$ cat config.mk
export PLATFORM = sky130hd
export DESIGN_NAME = dram_cycle_decoder
export DESIGN_NICKNAME = d
export VERILOG_FILES = /design/src/rtl/dram_dec_pkg.sv /design/src/rtl/dram_dec_ctrl.sv /design/src/rtl/dram_dec_dpath.sv /design/src/rtl/dram_cycle_decoder.sv
export SDC_FILE = /design/constraint.sdc
export NUM_CORES = 1
export LEC_CHECK = 0
export BUFFER_PORTS_ARGS = -buffer_cell sky130_fd_sc_hd__buf_2
export CORE_MARGIN = 3
export CORE_UTILIZATION = 55
export DETAILED_ROUTE_END_ITERATION = 12
export GPL_TIMING_DRIVEN = 0
export PLACE_DENSITY = 0.75
export SLEW_MARGIN = 20
export SYNTH_ARGS = -nofsm -noshare
export SYNTH_HDL_FRONTEND = slang
export SYNTH_HIERARCHICAL = 1
export SYNTH_SLANG_ARGS = --single-unit
$ cat constraint.sdc
create_clock -name clk -period 2.8 [get_ports clk]
set_clock_uncertainty 0.15 [all_clocks]
set_input_delay 0.42 -clock clk [delete_from_list [all_inputs] [get_ports clk]]
set_output_delay 0.42 -clock clk [all_outputs]
set_load 0.02 [all_outputs]
$ cat src/rtl/dram_dec_pkg.sv
`timescale 1ns/1ps
package dram_dec_pkg;

  typedef enum logic [2:0] {
    CYC_NONE        = 3'd0,
    CYC_READ        = 3'd1,
    CYC_EARLY_WR    = 3'd2,
    CYC_LATE_WR     = 3'd3,
    CYC_ROW_REFRESH = 3'd4,
    CYC_CBR         = 3'd5,
    CYC_HIDDEN      = 3'd6,
    CYC_TEST_ENTRY  = 3'd7
  } cycKind_t;

  typedef struct packed {
    logic rowLatch;
    logic colLatch;
    logic arrRead;
    logic arrWrite;
    logic cntRefresh;
    logic rowRefresh;
  } strobes_t;

endpackage

$ cat src/rtl/dram_dec_ctrl.sv
`timescale 1ns/1ps
module dram_dec_ctrl
  import dram_dec_pkg::*;
(
  input  logic       clk,
  input  logic       rstN,
  input  logic       rowSelN,
  input  logic       colSelN,
  input  logic       wrEnN,
  input  logic       outEnN,
  output strobes_t   stb,
  output logic       wrLatchedCol,
  output strobes_t   stbQ,
  output logic [2:0] lastCycle,
  output logic       testMode,
  output logic       dOutEn
);

  // previous pin samples for edge detection
  logic prevRas, prevCas, prevWe;
  logic rasFall, rasRise, casFall, casRise, weFall;

  // cycle state
  logic rowActive;   // a normal row is open
  logic colSeen;     // a column cycle happened in this row period
  logic colActive;   // current column-strobe low period is a column cycle
  logic earlyWr;     // current column cycle is an early write
  logic readValid;   // current column-strobe low period carries read data
  cycKind_t lastKind, nextKind;

  always_ff @(posedge clk or negedge rstN) begin
    if (!rstN) begin
      prevRas <= 1'b1;
      prevCas <= 1'b1;
      prevWe  <= 1'b1;
    end else begin
      prevRas <= rowSelN;
      prevCas <= colSelN;
      prevWe  <= wrEnN;
    end
  end

  assign rasFall = prevRas & ~rowSelN;
  assign rasRise = ~prevRas & rowSelN;
  assign casFall = prevCas & ~colSelN;
  assign casRise = ~prevCas & colSelN;
  assign weFall  = prevWe & ~wrEnN;

  // cycle classification
  always_comb begin
    stb          = '0;
    wrLatchedCol = 1'b0;
    nextKind     = lastKind;
    if (rasFall) begin
      if (!colSelN) begin
        stb.cntRefresh = 1'b1;
        if (!wrEnN)         nextKind = CYC_TEST_ENTRY;
        else if (readValid) nextKind = CYC_HIDDEN;
        else                nextKind = CYC_CBR;
      end else begin
        stb.rowLatch = 1'b1;
      end
    end
    if (rasRise && rowActive && !colSeen) begin
      stb.rowRefresh = 1'b1;
      nextKind       = CYC_ROW_REFRESH;
    end
    if (casFall && rowActive && !rowSelN) begin
      stb.colLatch = 1'b1;
      if (!wrEnN) begin
        stb.arrWrite = 1'b1;
        nextKind     = CYC_EARLY_WR;
      end else begin
        stb.arrRead = 1'b1;
        nextKind    = CYC_READ;
      end
    end
    if (weFall && !casFall && !colSelN && colActive && !earlyWr &&
        rowActive && !rowSelN) begin
      stb.arrWrite = 1'b1;
      wrLatchedCol = 1'b1;
      nextKind     = CYC_LATE_WR;
    end
  end

  // row period state
  always_ff @(posedge clk or negedge rstN) begin
    if (!rstN) begin
      rowActive <= 1'b0;
      colSeen   <= 1'b0;
    end else if (rasRise) begin
      rowActive <= 1'b0;
      colSeen   <= 1'b0;
    end else if (stb.rowLatch) begin
      rowActive <= 1'b1;
      colSeen   <= 1'b0;
    end else if (stb.colLatch) begin
      colSeen <= 1'b1;
    end
  end

  // column period state
  always_ff @(posedge clk or negedge rstN) begin
    if (!rstN) begin
      colActive <= 1'b0;
      earlyWr   <= 1'b0;
      readValid <= 1'b0;
    end else if (casRise) begin
      colActive <= 1'b0;
      earlyWr   <= 1'b0;
      readValid <= 1'b0;
    end else if (casFall) begin
      colActive <= stb.colLatch;
      earlyWr   <= stb.colLatch & ~wrEnN;
      readValid <= stb.arrRead;
    end
  end

  // test mode flag, cycle type and registered strobe copies
  always_ff @(posedge clk or negedge rstN) begin
    if (!rstN) begin
      testMode <= 1'b0;
      lastKind <= CYC_NONE;
      stbQ     <= '0;
    end else begin
      if (stb.cntRefresh && !wrEnN)
        testMode <= 1'b1;
      else if ((stb.cntRefresh && wrEnN) || stb.rowRefresh)
        testMode <= 1'b0;
      lastKind <= nextKind;
      stbQ     <= stb;
    end
  end

  assign lastCycle = lastKind;
  assign dOutEn    = readValid & ~colSelN & ~outEnN;

  // at most one row-level or column-level action per clock
  p_one_action_r1: assert property (@(posedge clk) disable iff (!rstN)
    $onehot0({stb.rowLatch, stb.colLatch, stb.cntRefresh, stb.rowRefresh}));

  // an early write leaves the outputs off
  p_early_quiet_r4: assert property (@(posedge clk) disable iff (!rstN)
    (stb.colLatch && stb.arrWrite) |=> !dOutEn);

  // a late write keeps the outputs driven while the pins still ask for it
  p_late_keeps_r5: assert property (@(posedge clk) disable iff (!rstN)
    (wrLatchedCol && !outEnN) |=> (dOutEn || colSelN || outEnN));

  // write-enable low at a counter refresh enters test mode
  p_test_entry_r11: assert property (@(posedge clk) disable iff (!rstN)
    (stb.cntRefresh && !wrEnN) |=> (testMode && lastCycle == 3'd7));

  // a counter refresh never captures a column in the same clock
  p_cbr_no_col_r8: assert property (@(posedge clk) disable iff (!rstN)
    stb.cntRefresh |-> !stb.arrRead && !stb.arrWrite);

endmodule

$ cat src/rtl/dram_dec_dpath.sv
`timescale 1ns/1ps
module dram_dec_dpath
  import dram_dec_pkg::*;
#(
  parameter int ADDR_W    = 10,
  parameter int DATA_W    = 4,
  parameter int ROW_IDX_W = 3,
  parameter int COL_IDX_W = 3
) (
  input  logic              clk,
  input  logic              rstN,
  input  strobes_t          stb,
  input  logic              wrLatchedCol,
  input  logic [ADDR_W-1:0] addrIn,
  input  logic [DATA_W-1:0] dIn,
  output logic [DATA_W-1:0] dOut,
  output logic [ADDR_W-1:0] refRow
);

  localparam int IDX_W = ROW_IDX_W + COL_IDX_W;
  localparam int DEPTH = 1 << IDX_W;

  logic [ADDR_W-1:0]    rowReg;
  logic [COL_IDX_W-1:0] colReg;
  logic [ADDR_W-1:0]    refCnt;
  logic [DATA_W-1:0]    dOutQ;
  logic [ADDR_W-1:0]    refRowQ;
  logic [IDX_W-1:0]     pinIdx, latchIdx, wrIdx;
  logic [DATA_W-1:0]    cells [DEPTH];

  assign pinIdx   = {rowReg[ROW_IDX_W-1:0], addrIn[COL_IDX_W-1:0]};
  assign latchIdx = {rowReg[ROW_IDX_W-1:0], colReg};
  assign wrIdx    = wrLatchedCol ? latchIdx : pinIdx;

  // address capture
  always_ff @(posedge clk or negedge rstN) begin
    if (!rstN) begin
      rowReg <= '0;
      colReg <= '0;
    end else begin
      if (stb.rowLatch) rowReg <= addrIn;
      if (stb.colLatch) colReg <= addrIn[COL_IDX_W-1:0];
    end
  end

  // refresh counter and refreshed-row report
  always_ff @(posedge clk or negedge rstN) begin
    if (!rstN) begin
      refCnt  <= '0;
      refRowQ <= '0;
    end else if (stb.cntRefresh) begin
      refRowQ <= refCnt;
      refCnt  <= refCnt + 1'b1;
    end else if (stb.rowRefresh) begin
      refRowQ <= rowReg;
    end
  end

  // read data register
  always_ff @(posedge clk or negedge rstN) begin
    if (!rstN)            dOutQ <= '0;
    else if (stb.arrRead) dOutQ <= cells[pinIdx];
  end

  // behavioural storage
  always_ff @(posedge clk) begin
    if (stb.arrWrite) cells[wrIdx] <= dIn;
  end

  assign dOut   = dOutQ;
  assign refRow = refRowQ;

  // the counter moves by one per counter refresh
  p_count_step_r9: assert property (@(posedge clk) disable iff (!rstN)
    stb.cntRefresh |=> refCnt == $past(refCnt) + 1'b1);

  // the counter holds otherwise
  p_count_hold_r9: assert property (@(posedge clk) disable iff (!rstN)
    !stb.cntRefresh |=> $stable(refCnt));

  // read data changes only on an array read
  p_dout_hold_r10: assert property (@(posedge clk) disable iff (!rstN)
    !stb.arrRead |=> $stable(dOutQ));

endmodule

$ cat src/rtl/dram_cycle_decoder.sv
`timescale 1ns/1ps
module dram_cycle_decoder
  import dram_dec_pkg::*;
#(
  parameter int ADDR_W    = 10,
  parameter int DATA_W    = 4,
  parameter int ROW_IDX_W = 3,
  parameter int COL_IDX_W = 3
) (
  input  logic              clk,
  input  logic              rstN,
  input  logic              rowSelN,
  input  logic              colSelN,
  input  logic              wrEnN,
  input  logic              outEnN,
  input  logic [ADDR_W-1:0] addrIn,
  input  logic [DATA_W-1:0] dIn,
  output logic [DATA_W-1:0] dOut,
  output logic              dOutEn,
  output logic              rowStb,
  output logic              colStb,
  output logic              rdStb,
  output logic              wrStb,
  output logic              refStb,
  output logic [ADDR_W-1:0] refRow,
  output logic [2:0]        lastCycle,
  output logic              testMode
);

  strobes_t stb, stbQ;
  logic     wrLatchedCol;

  dram_dec_ctrl u_ctrl (
    .clk          (clk),
    .rstN         (rstN),
    .rowSelN      (rowSelN),
    .colSelN      (colSelN),
    .wrEnN        (wrEnN),
    .outEnN       (outEnN),
    .stb          (stb),
    .wrLatchedCol (wrLatchedCol),
    .stbQ         (stbQ),
    .lastCycle    (lastCycle),
    .testMode     (testMode),
    .dOutEn       (dOutEn)
  );

  dram_dec_dpath #(
    .ADDR_W    (ADDR_W),
    .DATA_W    (DATA_W),
    .ROW_IDX_W (ROW_IDX_W),
    .COL_IDX_W (COL_IDX_W)
  ) u_dpath (
    .clk          (clk),
    .rstN         (rstN),
    .stb          (stb),
    .wrLatchedCol (wrLatchedCol),
    .addrIn       (addrIn),
    .dIn          (dIn),
    .dOut         (dOut),
    .refRow       (refRow)
  );

  assign rowStb = stbQ.rowLatch;
  assign colStb = stbQ.colLatch;
  assign rdStb  = stbQ.arrRead;
  assign wrStb  = stbQ.arrWrite;
  assign refStb = stbQ.cntRefresh | stbQ.rowRefresh;

endmodule

=== Word-level counts from Yosys, hierarchy flattened ===
Memory sizes are Yosys's and may differ from the RTL's. A register that Yosys moved wholly into a read port is not among the register bits.
Cells that the tools add are included.

* Memory bits (writable): 256
* Output and inout bits: 24
* Bits of input ports: 20
* Register bits: 51
* Word-level logic and storage cells: 101
* Memories: 1

{| class="wikitable"
|+ Memories
! name !! depth !! width !! read ports !! clocked after memory_dff !! write ports !! RTL line !! text
|-
| u_dpath.cells || 64 || 4 || 1 || 1 || 1 || dram_dec_dpath.sv:29 || <nowiki>logic [DATA_W-1:0] cells [DEPTH];</nowiki>
|}

* Reduce and logical (&&, ||, !) cells: 27
* Eq/ne operators: 1
* Bitwise gates (word level): 15
* Add/subtract/negate cells: 1
* Mux-type cells: 36

{| class="wikitable"
|+ Operators with widths
! operator !! number
|-
| 1-bit two-way mux || 24
|-
| 3-bit two-way mux || 8
|-
| 10-bit two-way mux || 2
|-
| 1-bit logical AND || 12
|-
| 10-bit by 1-bit adder with 10-bit output (second input constant) || 1
|-
| 1-bit bitwise AND || 8
|-
| 2-bit nonzero test || 4
|-
| 1-bit zero test || 7
|-
| 1-bit inverter || 6
|-
| 2-bit two-way mux || 2
|-
| 4-bit by 1-bit inequality test with 1-bit output (second input constant) || 1
|-
| 4-bit nonzero test || 1
|-
| 3-bit nonzero test || 1
|-
| 2-bit AND reduction || 1
|-
| 1-bit logical OR || 1
|-
| 1-bit OR || 1
|}

=== Depth between registers and ports, before layout ===
* Word-level depth: 12
* Mapped depth: 10

=== Modules after synthesis ===
Netlist, hierarchy kept.

{| class="wikitable"
|+ Modules (own cells, without submodules)
! module !! instances !! cells each !! sequential area each (sq um) !! area each (sq um)
|-
| dram_dec_dpath || 1 || 649 || 8613.3 || 11710.0
|-
| dram_dec_ctrl || 1 || 62 || 454.2 || 729.4
|-
| dram_cycle_decoder || 1 || 1 || 0.0 || 6.3
|}

=== Worst setup path before layout ===
OpenSTA, ideal clock, no wires.

* Path type: in2reg
* Start point: input port colSelN
* End point: memory u_dpath.cells[59][0], enable pin
* Arrival: 2.367 ns
* Path slack: -0.047 ns
* Stages: 10
* Cells stage by stage: inv_1 > ha_1 > nor4b_1 > nand4_1 > inv_1 > clkbuf_1 > mux2_2 > nor2_1 > nand2_1 > nor2_1

{| class="wikitable"
|+ RTL lines
! what !! RTL line !! text
|-
| start, declared || dram_cycle_decoder.sv:13 || <nowiki>input logic colSelN,</nowiki>
|-
| 1-bit inverter || dram_dec_ctrl.sv:45 || <nowiki>assign casFall = prevCas & ~colSelN;</nowiki>
|-
| 1-bit bitwise AND || dram_dec_ctrl.sv:45 ||
|-
| 1-bit zero test || dram_dec_ctrl.sv:78 || <nowiki>if (weFall && !casFall && !colSelN && colActive && !earlyWr &&</nowiki>
|-
| 1-bit logical AND || dram_dec_ctrl.sv:78 ||
|-
| 1-bit logical AND * (4 in series) || dram_dec_ctrl.sv:78 ||
|-
| 1-bit logical AND * || dram_dec_ctrl.sv:79 || <nowiki>rowActive && !rowSelN) begin</nowiki>
|-
| 1-bit two-way mux * || dram_dec_ctrl.sv:78 ||
|-
| named net wrLatchedCol || dram_cycle_decoder.sv:31 || <nowiki>logic wrLatchedCol;</nowiki>
|-
| 3-bit two-way mux * || dram_dec_dpath.sv:33 || <nowiki>assign wrIdx = wrLatchedCol ? latchIdx : pinIdx;</nowiki>
|-
| end, declared || dram_dec_dpath.sv:29 ||
|}

Mark *: on every way through the listed nets, which the timed path passes. The rest lies on a longest branch.

=== Final worst setup path ===
* Start point: register u_ctrl.prevCas
* End point: memory u_dpath.cells[49][3], enable pin

{| class="wikitable"
|+ RTL lines
! what !! RTL line !! text
|-
| start, declared || dram_dec_ctrl.sv:20 || <nowiki>logic prevRas, prevCas, prevWe;</nowiki>
|-
| start signal, assigned || dram_dec_ctrl.sv:38 || <nowiki>prevCas <= colSelN;</nowiki>
|-
| 1-bit bitwise AND || dram_dec_ctrl.sv:45 ||
|-
| 1-bit zero test || dram_dec_ctrl.sv:78 ||
|-
| 1-bit logical AND (5 in series) || dram_dec_ctrl.sv:78 ||
|-
| 1-bit logical AND || dram_dec_ctrl.sv:79 ||
|-
| 1-bit two-way mux || dram_dec_ctrl.sv:78 ||
|-
| named net wrLatchedCol || dram_cycle_decoder.sv:31 ||
|-
| 3-bit two-way mux || dram_dec_dpath.sv:33 ||
|}

The timed path passes the listed nets, and every way through them passes these cells.

==> key figures <==
Timing
  • Worst slew margin: 42.2%
  • Slew @ Worst Pin: 0.867 ns
  • Worst hold slack: 0.0860 ns
  • Final setup fails: 0
  • Final hold violation count: 0
  • Max Slew Vio Count: 0
  • Fin Setup TNS: 0 ns
  • Peak Freq: 362 MHz
  • Final period util: 98.6%
  • Min Tclk post-route: 2.76 ns

Final layout
  • Cell area after layout: 0.0148 mm²
  • Layout cells sized above 1: 34.1%
  • Fillers: 1371
  • Antenna Cells: 0
  • Final layout net count: 825
  • Core Util, Final: 67.1%
  • Area grow syn2layout: 18.8%

Synthesis
  • Register area share after synthesis: 72.9%
  • Simple-gate share of the synthesized area: 6.44%
  • Xor and xnor area share after synthesis: 0.633%
  • Main combinational cell family by area after synthesis: multiplexers
  • Post-synthesis compound-gate area fraction: 3.65%
  • Mapped Cells: 712
  • Cell area after synthesis: 0.0124 mm²
  • Syn Nets: 735
  • Post-synthesis mux area share: 14.3%
  • Syn_area_per_cell: 17.5 µm²
  • Synth Warn #: 6
  • Synth Flop Type: edfxtp_1
  • Post-Synth Adder-Cell Area: 0.302%
  • Post-synth ARST share: 17.7%
  • Post-synth EDFFs: 256
  • Yosys cell types: 50
  • Synthesized flop and latch total: 311

Route
  • Final ANT Viol Nets: 0
  • Drt first-iter violations: 836
  • Vias per Instance: 6.36
  • Wire per inst: 25.6 µm
  • Initial DRT Pass Iterations: 6
  • WL final: 28300 µm
  • Total number of vias: 7021
  • DRC: 0

GRT
  • Largest net degree at the start of global routing: 65
  • GRT overflow: 0
  • Vias in the first global route: 7233
  • Initial antenna violation count: 0
  • GR Util All Layers: 23.1%
  • First-pass GRT wire length: 42600 µm

Critical path
  • Critical path endpoint: u_dpath/cells[49][3]
  • Worst R2R Path Depth: 8
  • Worst EP arrival: 2.83 ns
  • CP most frequent cell: nor2_4
  • Slowest cell on the critical path: dfstp_2
  • Crit. End Element: register
  • CP required: 2.87 ns
  • Worst Path Buf+Inv: 1
  • RR Endpoint: u_dpath/cells[49][3]
  • Critical path fanouts, max: 8
  • Worst Setup SP: u_ctrl/prevCas
  • CP cell instances: ha_4, nor4b_4, nand4_1, inv_2, mux2_4, nor2_4, nand2_8, nor2_4
  • Critical path class: reg -> reg
  • CP startpoint kind: register
  • Reg2reg start: u_ctrl/prevCas
  • Max incr delay on CP: 0.38 ns
  • Critical path depth: 8
  • Delay-heaviest family, CP: simple AND/OR/NAND/NOR gates
  • Reg2reg setup slack: 0.04 ns

Floorplan
  • Die Y-Extent: 156 µm
  • Core ar.: 0.0220 mm²
  • Die Wd: 156 µm
  • Initial core utilization: 56.5%
  • # rows: 54
  • Die area: 0.0245 mm²
  • I/O pin count: 44

Placed design
  • IO Port Bufs: 42
  • Final Wtd Congestion: 0.899
  • Dpl hpwl: 17800 µm
  • DP Area: 0.0130 mm²

Hold path
  • Hold WC Path Type: in -> reg

Clocking
  • CTS clk-pin slew, worst paths: 0.06 ns
  • CTS tree: done
  • CTS Sinks: 311
  • Clock latency on the worst-skew pair: 0.54 ns
  • Clock root buffer: clkbuf_16
  • Max Root-Sink Buffers: 3
  • H-tree levels: 1
  • CTS buffer count: 29

Pwr
  • Total power: 10200 µW
  • Pwr/cell area: 688 mW/mm²
  • Maximum VDD drop: 0.530 mV
  • Leak pwr: 0.00498 µW

Outcome
  • Status: complete, no violations

Job
  • Max-cap violations: 0
[cell usage after synthesis (all sizes together) (7+ instances only)]
library cell	instances	area [µm²]
buf	22	155
nand2	46	173
a22oi	20	150
o21ai	13	65.1
dfrtp	52	1300
mux4	56	1260
mux2i	31	310
nor2b	13	81.3
mux2	18	203
nor2	83	314
nand3	8	40.0
inv	8	30.0
xnor2	7	61.3
clkbuf	10	37.5
edfxtp	256	7690
[area by class of cell]
class	count	area, µm²	area share, %
buffer	31	189	1.28
clock buffer	35	748	5.06
clock inverter	18	195	1.32
sequential	311	9070	61.3
timing repair buffer	60	403	2.73
inverter	9	38.8	0.262
multi-input combinational	360	3790	25.7
tap	280	350	2.37
[metal layers]
layer,share of wire (%),vias up,global-route usage [%]
met2,50,382,38.9
met5,0,-,0
met3,8.6,71,3.95
met4,3.4,0,7.25
met1,38,3599,31.4
li1,-,2969,-
[worst reg2reg max path: cells and delay by family, from the launching register on]
family | cells | cell delay [ns]
fa+ha+maj | 1 | 0.16
flops | 1 | 0.38
simple gates | 5 | 1.15
mux | 1 | 0.37
buf+inv | 1 | 0.22
[per-stage QoR]
| stage | setup slack, ns | instances |
|---|---|---|
| 2_1_floorplan | -0.0468 | 712 |
| 3_3_place_gp | -0.853 | 1034 |
| 3_5_place_dp | -1.04 | 1034 |
| 4_1_cts | -0.0444 | 1099 |
| 5_1_grt | -0.00311 | 1104 |
| 6_report | 0.0403 | 1104 |
[sequential cells by signal (all words and copies together) (netlist names)]
register and cells:
u_ctrl/prevWe 1, u_dpath/rowReg 10, u_ctrl/readValid 1, u_dpath/refCnt 10, u_ctrl/rowActive 1, u_dpath/cells 256, u_ctrl/testMode 1, u_dpath/colReg 3
u_ctrl/colSeen 1, u_ctrl/stbQ 6, u_ctrl/earlyWr 1, u_ctrl/prevCas 1, u_ctrl/colActive 1, u_ctrl/prevRas 1, u_ctrl/lastCycle 3, u_dpath/dOut 4
u_dpath/refRow 10
[worst min-delay path by stage]
stage                        to  slack [ns]        startpoint  depth (start not counted)
4_1_cts          u_ctrl/prevCas       -0.12           colSelN                          1
5_1_grt          u_ctrl/stbQ[5]        0.09           colSelN                          3
6_report       u_ctrl/rowActive        0.09           rowSelN                          2
3_3_place_gp   u_ctrl/colActive        0.31  u_ctrl/colActive                          2
2_1_floorplan  u_ctrl/colActive       -0.03              rstN                          0
3_5_place_dp   u_ctrl/colActive        0.32  u_ctrl/colActive                          2
[power by group]
part           leakage, µW  switching (µW)  internal (µW)
clock network     0.000461            1620           2270
logic              0.00153             635            368
registers          0.00299             117           5170
[timing repair]
action / 4_1_cts / 5_1_grt
gates resized for setup: 129 / 37
pin swaps: 3 / 8
buffers inserted: 3 / 3
hold buffers: 10 / 1
endpoints found under the hold margin: 12 / 1
cloned: 0 / 0
endpoints found under the setup margin: 256 / 256
[cells in the final DEF, fill, tap and decap left out, types with 5 or more instances in the layout]
master	n
nand2_1	34
clkinv_2	8
nor2b_1	12
nor3_1	6
edfxtp_1	256
buf_2	47
buf_6	5
mux4_2	56
dfrtp_1	52
inv_1	6
and3_1	5
o21ai_0	11
nor2_4	57
o41ai_1	5
a211oi_1	6
clkbuf_16	29
xnor2_1	7
mux2_2	16
mux2i_1	31
nor2_2	12
nand2_4	9
clkbuf_1	15
a22oi_1	20
buf_1	5
buf_4	12
nor2_1	14
dlygate4sd3_1	11
a21oi_1	5
[cells by family (layout without fill, tap and decap cells)]
logic type | after synthesis | in the layout
flops | 311 | 311
simple gates | 179 | 179
mux | 105 | 105
compound gates | 64 | 64
buf+inv | 41 | 153
xor+xnor | 9 | 9
fa+ha+maj | 3 | 3
(Power assumes the default switching activity.)
